### src/rtl/zs_pkg.sv
package zs_pkg;

    // Fixed field widths of the packed output word
    localparam int ADC_W  = 8;
    localparam int TDC_W  = 8;
    localparam int CH_W   = 7;
    localparam int EVT_W  = 8;
    localparam int WORD_W = ADC_W + TDC_W + CH_W + 1 + EVT_W;

    // Channel code reserved for the empty-event marker
    localparam logic [CH_W-1:0] MARK_CH = 7'h7F;

    typedef enum logic [1:0] {
        S_IDLE  = 2'd0,
        S_SCAN  = 2'd1,
        S_EMPTY = 2'd2
    } zs_state_t;

    function automatic logic [WORD_W-1:0] zs_pack(
        input logic [EVT_W-1:0] evt,
        input logic             disc,
        input logic [CH_W-1:0]  ch,
        input logic [TDC_W-1:0] tdc,
        input logic [ADC_W-1:0] adc
    );
        return {evt, disc, ch, tdc, adc};
    endfunction

    function automatic logic [WORD_W-1:0] zs_marker(input logic [EVT_W-1:0] evt);
        return {evt, 1'b0, MARK_CH, {(TDC_W+ADC_W){1'b0}}};
    endfunction

endpackage

### src/rtl/zs_window_reg.sv
// Captures one window result and keeps the set of channels still to report.
module zs_window_reg #(
    parameter int NCH   = 32,
    parameter int VAL_W = 8
) (
    input  logic                 clk,
    input  logic                 rst_n,
    input  logic                 load,
    input  logic                 bypass,
    input  logic [NCH*VAL_W-1:0] adc_in,
    input  logic [NCH*VAL_W-1:0] tdc_in,
    input  logic [NCH-1:0]       disc_in,
    input  logic [NCH-1:0]       clr,
    output logic [NCH*VAL_W-1:0] adc_q,
    output logic [NCH*VAL_W-1:0] tdc_q,
    output logic [NCH-1:0]       disc_q,
    output logic [NCH-1:0]       pend_q
);

    always_ff @(posedge clk) begin
        if (!rst_n) begin
            adc_q  <= '0;
            tdc_q  <= '0;
            disc_q <= '0;
            pend_q <= '0;
        end else if (load) begin
            adc_q  <= adc_in;
            tdc_q  <= tdc_in;
            disc_q <= disc_in;
            // bypass reports every channel; otherwise only fired ones
            pend_q <= bypass ? '1 : disc_in;
        end else begin
            pend_q <= pend_q & ~clr;
        end
    end

endmodule

### src/rtl/zs_pick.sv
// Lowest pending channel and whether it is the only one left.
module zs_pick #(
    parameter int NCH   = 32,
    parameter int IDX_W = 5
) (
    input  logic [NCH-1:0]   mask,
    output logic [IDX_W-1:0] idx,
    output logic             single
);

    localparam logic [NCH-1:0] ONE = NCH'(1);

    always_comb begin
        idx = '0;
        for (int i = NCH - 1; i >= 0; i--) begin
            if (mask[i]) idx = IDX_W'(i);
        end
    end

    // clearing the lowest set bit leaves nothing: at most one bit set
    assign single = ((mask & (mask - ONE)) == '0);

endmodule

### src/rtl/zs_out_stage.sv
// One-word output register; holds its word until the consumer takes it.
module zs_out_stage #(
    parameter int WORD_W = 32
) (
    input  logic              clk,
    input  logic              rst_n,
    input  logic              load,
    input  logic [WORD_W-1:0] word_in,
    input  logic              last_in,
    input  logic              ready,
    output logic              valid,
    output logic [WORD_W-1:0] data,
    output logic              last,
    output logic              free
);

    assign free = !valid || ready;

    always_ff @(posedge clk) begin
        if (!rst_n) begin
            valid <= 1'b0;
            data  <= '0;
            last  <= 1'b0;
        end else begin
            if (load) begin
                valid <= 1'b1;
                data  <= word_in;
                last  <= last_in;
            end else if (ready) begin
                valid <= 1'b0;
            end
        end
    end

endmodule

### src/rtl/zs_packer.sv
module zs_packer #(
    parameter int NCH = 32
) (
    input  logic                 clk,
    input  logic                 rst_n,
    input  logic                 trig_valid,
    output logic                 trig_ready,
    input  logic                 bypass,
    input  logic [NCH*8-1:0]     win_adc,
    input  logic [NCH*8-1:0]     win_tdc,
    input  logic [NCH-1:0]       win_disc,
    input  logic                 out_ready,
    output logic                 out_valid,
    output logic [31:0]          out_data,
    output logic                 out_last
);
    import zs_pkg::*;

    localparam int IDX_W = (NCH > 1) ? $clog2(NCH) : 1;
    localparam logic [NCH-1:0] ONE = NCH'(1);

    initial begin
        if (NCH < 1 || NCH > 127) $error("NCH must lie in 1..127");
    end

    zs_state_t state_q, state_d;

    logic                 take;
    logic [NCH*ADC_W-1:0] adc_q;
    logic [NCH*TDC_W-1:0] tdc_q;
    logic [NCH-1:0]       disc_q;
    logic [NCH-1:0]       pend_q;
    logic [NCH-1:0]       clr;
    logic [IDX_W-1:0]     pick_idx;
    logic                 pick_single;
    logic                 slot_free;
    logic                 load;
    logic [WORD_W-1:0]    load_word;
    logic                 load_last;
    logic                 evt_step;
    logic [EVT_W-1:0]     evt_q;
    logic                 any_report;

    assign trig_ready = (state_q == S_IDLE);
    assign take       = trig_valid && trig_ready;
    assign any_report = bypass || (|win_disc);

    zs_window_reg #(.NCH(NCH), .VAL_W(8)) u_win (
        .clk    (clk),
        .rst_n  (rst_n),
        .load   (take),
        .bypass (bypass),
        .adc_in (win_adc),
        .tdc_in (win_tdc),
        .disc_in(win_disc),
        .clr    (clr),
        .adc_q  (adc_q),
        .tdc_q  (tdc_q),
        .disc_q (disc_q),
        .pend_q (pend_q)
    );

    zs_pick #(.NCH(NCH), .IDX_W(IDX_W)) u_pick (
        .mask  (pend_q),
        .idx   (pick_idx),
        .single(pick_single)
    );

    zs_out_stage #(.WORD_W(WORD_W)) u_out (
        .clk    (clk),
        .rst_n  (rst_n),
        .load   (load),
        .word_in(load_word),
        .last_in(load_last),
        .ready  (out_ready),
        .valid  (out_valid),
        .data   (out_data),
        .last   (out_last),
        .free   (slot_free)
    );

    // state register
    always_ff @(posedge clk) begin
        if (!rst_n) state_q <= S_IDLE;
        else        state_q <= state_d;
    end

    // next state and per-cycle controls
    always_comb begin
        state_d   = state_q;
        load      = 1'b0;
        load_word = '0;
        load_last = 1'b0;
        clr       = '0;
        evt_step  = 1'b0;
        unique case (state_q)
            S_IDLE: begin
                if (take) state_d = any_report ? S_SCAN : S_EMPTY;
            end
            S_SCAN: begin
                if (slot_free) begin
                    load      = 1'b1;
                    load_word = zs_pack(evt_q, disc_q[pick_idx], CH_W'(pick_idx),
                                        tdc_q[pick_idx*TDC_W +: TDC_W],
                                        adc_q[pick_idx*ADC_W +: ADC_W]);
                    load_last = pick_single;
                    clr       = ONE << pick_idx;
                    if (pick_single) begin
                        state_d  = S_IDLE;
                        evt_step = 1'b1;
                    end
                end
            end
            S_EMPTY: begin
                if (slot_free) begin
                    load      = 1'b1;
                    load_word = zs_marker(evt_q);
                    load_last = 1'b1;
                    state_d   = S_IDLE;
                    evt_step  = 1'b1;
                end
            end
            default: state_d = S_IDLE;
        endcase
    end

    // event number: steps once per completed event, wraps naturally
    always_ff @(posedge clk) begin
        if (!rst_n)        evt_q <= '0;
        else if (evt_step) evt_q <= evt_q + EVT_W'(1);
    end

endmodule

### config.mk
export PLATFORM = sky130hd
export DESIGN_NAME = zs_packer
export DESIGN_NICKNAME = d
export VERILOG_FILES = /design/src/rtl/zs_pkg.sv /design/src/rtl/zs_window_reg.sv /design/src/rtl/zs_pick.sv /design/src/rtl/zs_out_stage.sv /design/src/rtl/zs_packer.sv
export SDC_FILE = /design/constraint.sdc
export NUM_CORES = 2
export LEC_CHECK = 0
export BUFFER_PORTS_ARGS = -buffer_cell sky130_fd_sc_hd__clkbuf_2
export CORE_UTILIZATION = 60
export CTS_CLUSTER_DIAMETER = 30
export CTS_CLUSTER_SIZE = 40
export DETAILED_ROUTE_END_ITERATION = 16
export PLACE_DENSITY = 0.86
export REMOVE_ABC_BUFFERS = 1
export SYNTH_ARGS = -nofsm -noshare
export SYNTH_HDL_FRONTEND = slang
export SYNTH_HIERARCHICAL = 1
export SYNTH_SLANG_ARGS = --single-unit
### constraint.sdc
create_clock -name clk -period 6.67 [get_ports clk]
set_input_delay 1.0005 -clock clk [delete_from_list [all_inputs] [get_ports clk]]
set_output_delay 1.0005 -clock clk [all_outputs]
set_load 0.05 [all_outputs]
==> results <==
- The run finished with clean final reports.
- The final design utilization is 0.746.
- For this run, the post-layout net count is 3790.
- The busiest layer in global routing is met2.
- For this design the total switching power over the nets is 3.47 mW.
- The path type of the worst setup path is flop to flop.
- The sort of element at the start of the critical path is a flop.
- STA classifies the critical path endpoint as a flop.
- The share of synthesized area in the top cell type comes to 0.412.
- The finished layout holds 4030 standard cells, fillers aside.
- The largest single stage delay on the critical path is 1.01 ns.
- The number of placed instances with taps included is 3778.
- The warning count from the yosys run is 6.
- After filler insertion, the fill cell instance count of the layout stands at 3266.
- The flip-flop and latch count after synthesis is 620.
- Summing all flip-flop and latch instances after layout gives 12400 um^2.
- In the global route stage, met2 resource usage came out at 0.592.
- After floorplanning, the core was divided into 81 placement rows.
- Hold timing on the final database bottoms out at a slack of 0.515 ns.
- The die boundary width is 226 um.
- The transition time at the pin with the least slew margin is 1.28 ns.
- Using the TritonRoute via totals, the vias-per-cell ratio works out to 5.86.
- The multi-input combinational cells in the finished layout cover a total of 15800 um^2.
- The vias after detailed routing is 23628.
- The TritonCTS clock tree is built.
- On the final layout, the worst clock skew is 0.0261 ns.
- The number of distinct library cells after synthesis is 68.
- Routability-driven placement finished with a final weighted congestion of 0.943.
- Setup repair after global routing left no endpoint under its margin.
- The count of hold-fix buffers inserted at cts is 0.
- The max-slew headroom at the worst pin is 0.143.
- The clock period minus final worst setup slack is 4.64 ns.
- The number of setup buffers added after CTS is 0.
- The sequential share of power is 0.324.
- Before antenna repair, the detailed router went through 5 iterations.
- Of the total power, the clock network draws 0.511.
- The gate count after technology mapping is 2720.
- The commonest cells after synthesis are 694 x sky130_fd_sc_hd__mux2i_1, 620 x sky130_fd_sc_hd__dfxtp_1, 582 x sky130_fd_sc_hd__nor2b_1, 95 x sky130_fd_sc_hd__nor2_1, 92 x sky130_fd_sc_hd__clkbuf_1.
- The area of the mapped netlist is 30100 um^2.
- Entering global routing, the biggest net connects 302 pins.
- The first global-routing pass estimated 140 mm of wire.
- The count of buffers added on input and output ports is 583.
- The path class of the tightest hold or removal check is flop to flop.
- The share of post-route cells with drive strength above 1 is 0.280.
- Of the total power, the share spent switching nets is 0.273.
- For this design, the slowest cell found on the critical path is sky130_fd_sc_hd__a21oi_4.
- The number of failing setup endpoints in the final timing report is 0.
- Across the run, the number of max-cap violations was 0.
- The max-slew violation count came to 0.
- In this run the number of H-tree levels came out at 3.
- The via count of the first global-routing pass came to 24156.
- The post-synthesis area per instance is 11.1 um^2.
- For met1 alone, demand over resource in global routing was 0.431.
- The number of enable-type register cells in the synthesized netlist is 0.
- The internal power is 9.25 mW.
- After clock tree synthesis, the clock-pin slew on the worst setup and hold paths is 0.05 ns.
- The count of boundary I/O pins is 584.
- The die covers 51100 um^2.
- Counting along the longest clock path gives a buffer depth of 3.
- The total wire length is 95.3 mm.
- The first routing iteration left 2022 violations.
- The worst voltage drop across the vdd grid is 0.426 mV.
- Summed over all cells, the static leakage comes to 15.6 nW.
- STA puts the critical path data arrival time at 5.19 ns.
- In the final routed layout, each cell accounts on average for 23.6 um.
- The remaining global-route overflow is 0.
- In the final timing run, aggregate negative setup slack is 0 ns.
- The count of instances resized after the clock tree is built is 0.
- The required arrival time at the worst endpoint is 7.23 ns.
- The count of nets left with antenna violations once routing finished came out at 0.
- The hold violation count in the final report was 0.
- The signal on the critical path passes through or4_1, o21a_1, o21ai_0, nand2_1, a21oi_4, nor2b_4, a22oi_1, nand4_1, o211ai_1, and2_1, mux2i_1, nor2b_1.
- The clock latency on the worst-skew pair is 0.68 ns.
- The total CTS buffers is 121.
- For this run, design rule violations remaining after detail routing come to 0.
- Measured along the y axis, the die boundary spans 226 um.
- The highest fanout seen on the critical path is 26.
- Dividing the final minimum period by the clock period gives 0.695.
- Ranked by total cell area, the synthesized netlist is headed by sky130_fd_sc_hd__dfxtp_1 41%, sky130_fd_sc_hd__mux2i_1 23%, sky130_fd_sc_hd__nor2b_1 12%, sky130_fd_sc_hd__mux4_2 5.7%, sky130_fd_sc_hd__buf_12 4.0%.
- The fraction of power consumed by combinational cells is 0.165.
- The core region is 49300 um^2.
- The global-route usage over all layers is 0.361.
- Counting flops with an async set or reset pin after synthesis yields a share of 0.
- The most used flip-flop cell after synthesis is sky130_fd_sc_hd__dfxtp_1.
- Timing would allow up to 0.216 GHz.
- The most numerous cell in the Yosys netlist is sky130_fd_sc_hd__mux2i_1.
- Relative to the synthesized area, the layout overhead comes to 21.9%.
- CTS saw 620 sinks.
- The met3 track demand over resource is 0.107.
- The number of antenna violations at the first check in global routing is 31.
- The HPWL after detailed placement is 63.8 mm.
- The effective utilization at floorplan is 0.612.
- The total power density per cell area is 346 nW/um^2.
- For this run, the register share of the synthesized area comes to 0.412.
- Summed over all instances, the cell type with the most area after synthesis is sky130_fd_sc_hd__dfxtp_1.
- The cell at the root of the clock tree is sky130_fd_sc_hd__clkbuf_16.
flip-flops by register name, indices dropped and copies added, names as in the netlist:
register,flops
u_win/adc_q,256
u_win/tdc_q,256
u_out/data,32
u_win/disc_q,32
u_win/pend_q,32
evt_q,8
state_q,2
u_out/last,1
u_out/valid,1
cell families after synthesis:
group	after synthesis	synth area share
XOR/XNOR	7	0.00203
AND/OR/NAND/NOR	876	0.175
flip-flops	620	0.412
adder cells (fa/ha/maj)	6	0.00232
buffers and inverters	222	0.0679
AO/OA/AOI/OAI	200	0.0441
multiplexers	789	0.297
worst max-delay path: cells and delay by family, from the launching register on:
kind / cells / cell delay [ns]
flops: 1 / 0.39
mux: 1 / 0.13
compound gates: 5 / 1.80
simple gates: 6 / 2.20
power by group through the flow:
stage	clock network (mW)	registers, mW	logic (mW)
after floorplan	0	4.13	2.13
after global placement	0	4.17	2.00
after detailed placement	0	4.18	2.05
after CTS	6.53	4.11	2.07
after global routing	6.73	4.14	2.21
final	6.51	4.12	2.10
path summary, 6_finish.rpt:
kind / slack, ns / cells after the start / endpoint / from
hold reg to reg: 0.51 / 2 / state_q[1]$_SDFFE_PN0P_ / state_q[1]$_SDFFE_PN0P_
setup / recovery: 2.03 / 12 / u_out/data[8]$_SDFFE_PN0P_ / u_win/pend_q[24]$_SDFF_PN0_
setup reg to reg: 2.03 / 12 / u_out/data[8]$_SDFFE_PN0P_ / u_win/pend_q[24]$_SDFF_PN0_
hold / removal: 0.51 / 2 / state_q[1]$_SDFFE_PN0P_ / state_q[1]$_SDFFE_PN0P_
routing by layer:
metal,vias up,share of wire
li1,10669,-
met1,11567,0.39
met2,1107,0.47
met3,271,0.083
met4,14,0.049
met5,-,0.00097
placed cells by master, fill, tap and decap left out, drive strengths merged, types with 14 or more instances in the layout:
master    netlist  routed
a21oi          26      26
a221oi         25      25
a22oi          18      18
and2           28      28
buf           115      21
bufinv          0      22
clkbuf         94     725
clkinv          0      36
clkinvlp        0      18
dfxtp         620     620
diode           0      25
inv            13      21
mux2           14      14
mux2i         694     694
mux4           81      81
nand2          62      62
nand4          16      16
nand4bb        32      32
nor2           95      95
nor2b         582     582
nor4           16      16
o21ai          57      57
through the flow:
step	setup slack [ns]	power [mW]	cell area, um^2
6_report	2.03	12.7	36800
5_1_grt	1.87	13.1	36700
4_1_cts	2.08	12.7	36700
3_5_place_dp	2.06	6.22	32200
3_3_place_gp	2.03	6.16	32200
2_1_floorplan	-20.28	6.26	28100
cell type report:
class / instances / share of cell area
diodes: 25 / 0.00170
clock buffers: 143 / 0.0884
clock inverters: 84 / 0.0329
inverters: 13 / 0.00133
multi-input cells: 1878 / 0.429
flip-flops and latches: 620 / 0.338
well taps: 664 / 0.0226
repair buffers: 603 / 0.0861
Note: power is estimated with default switching activity, not from simulation.
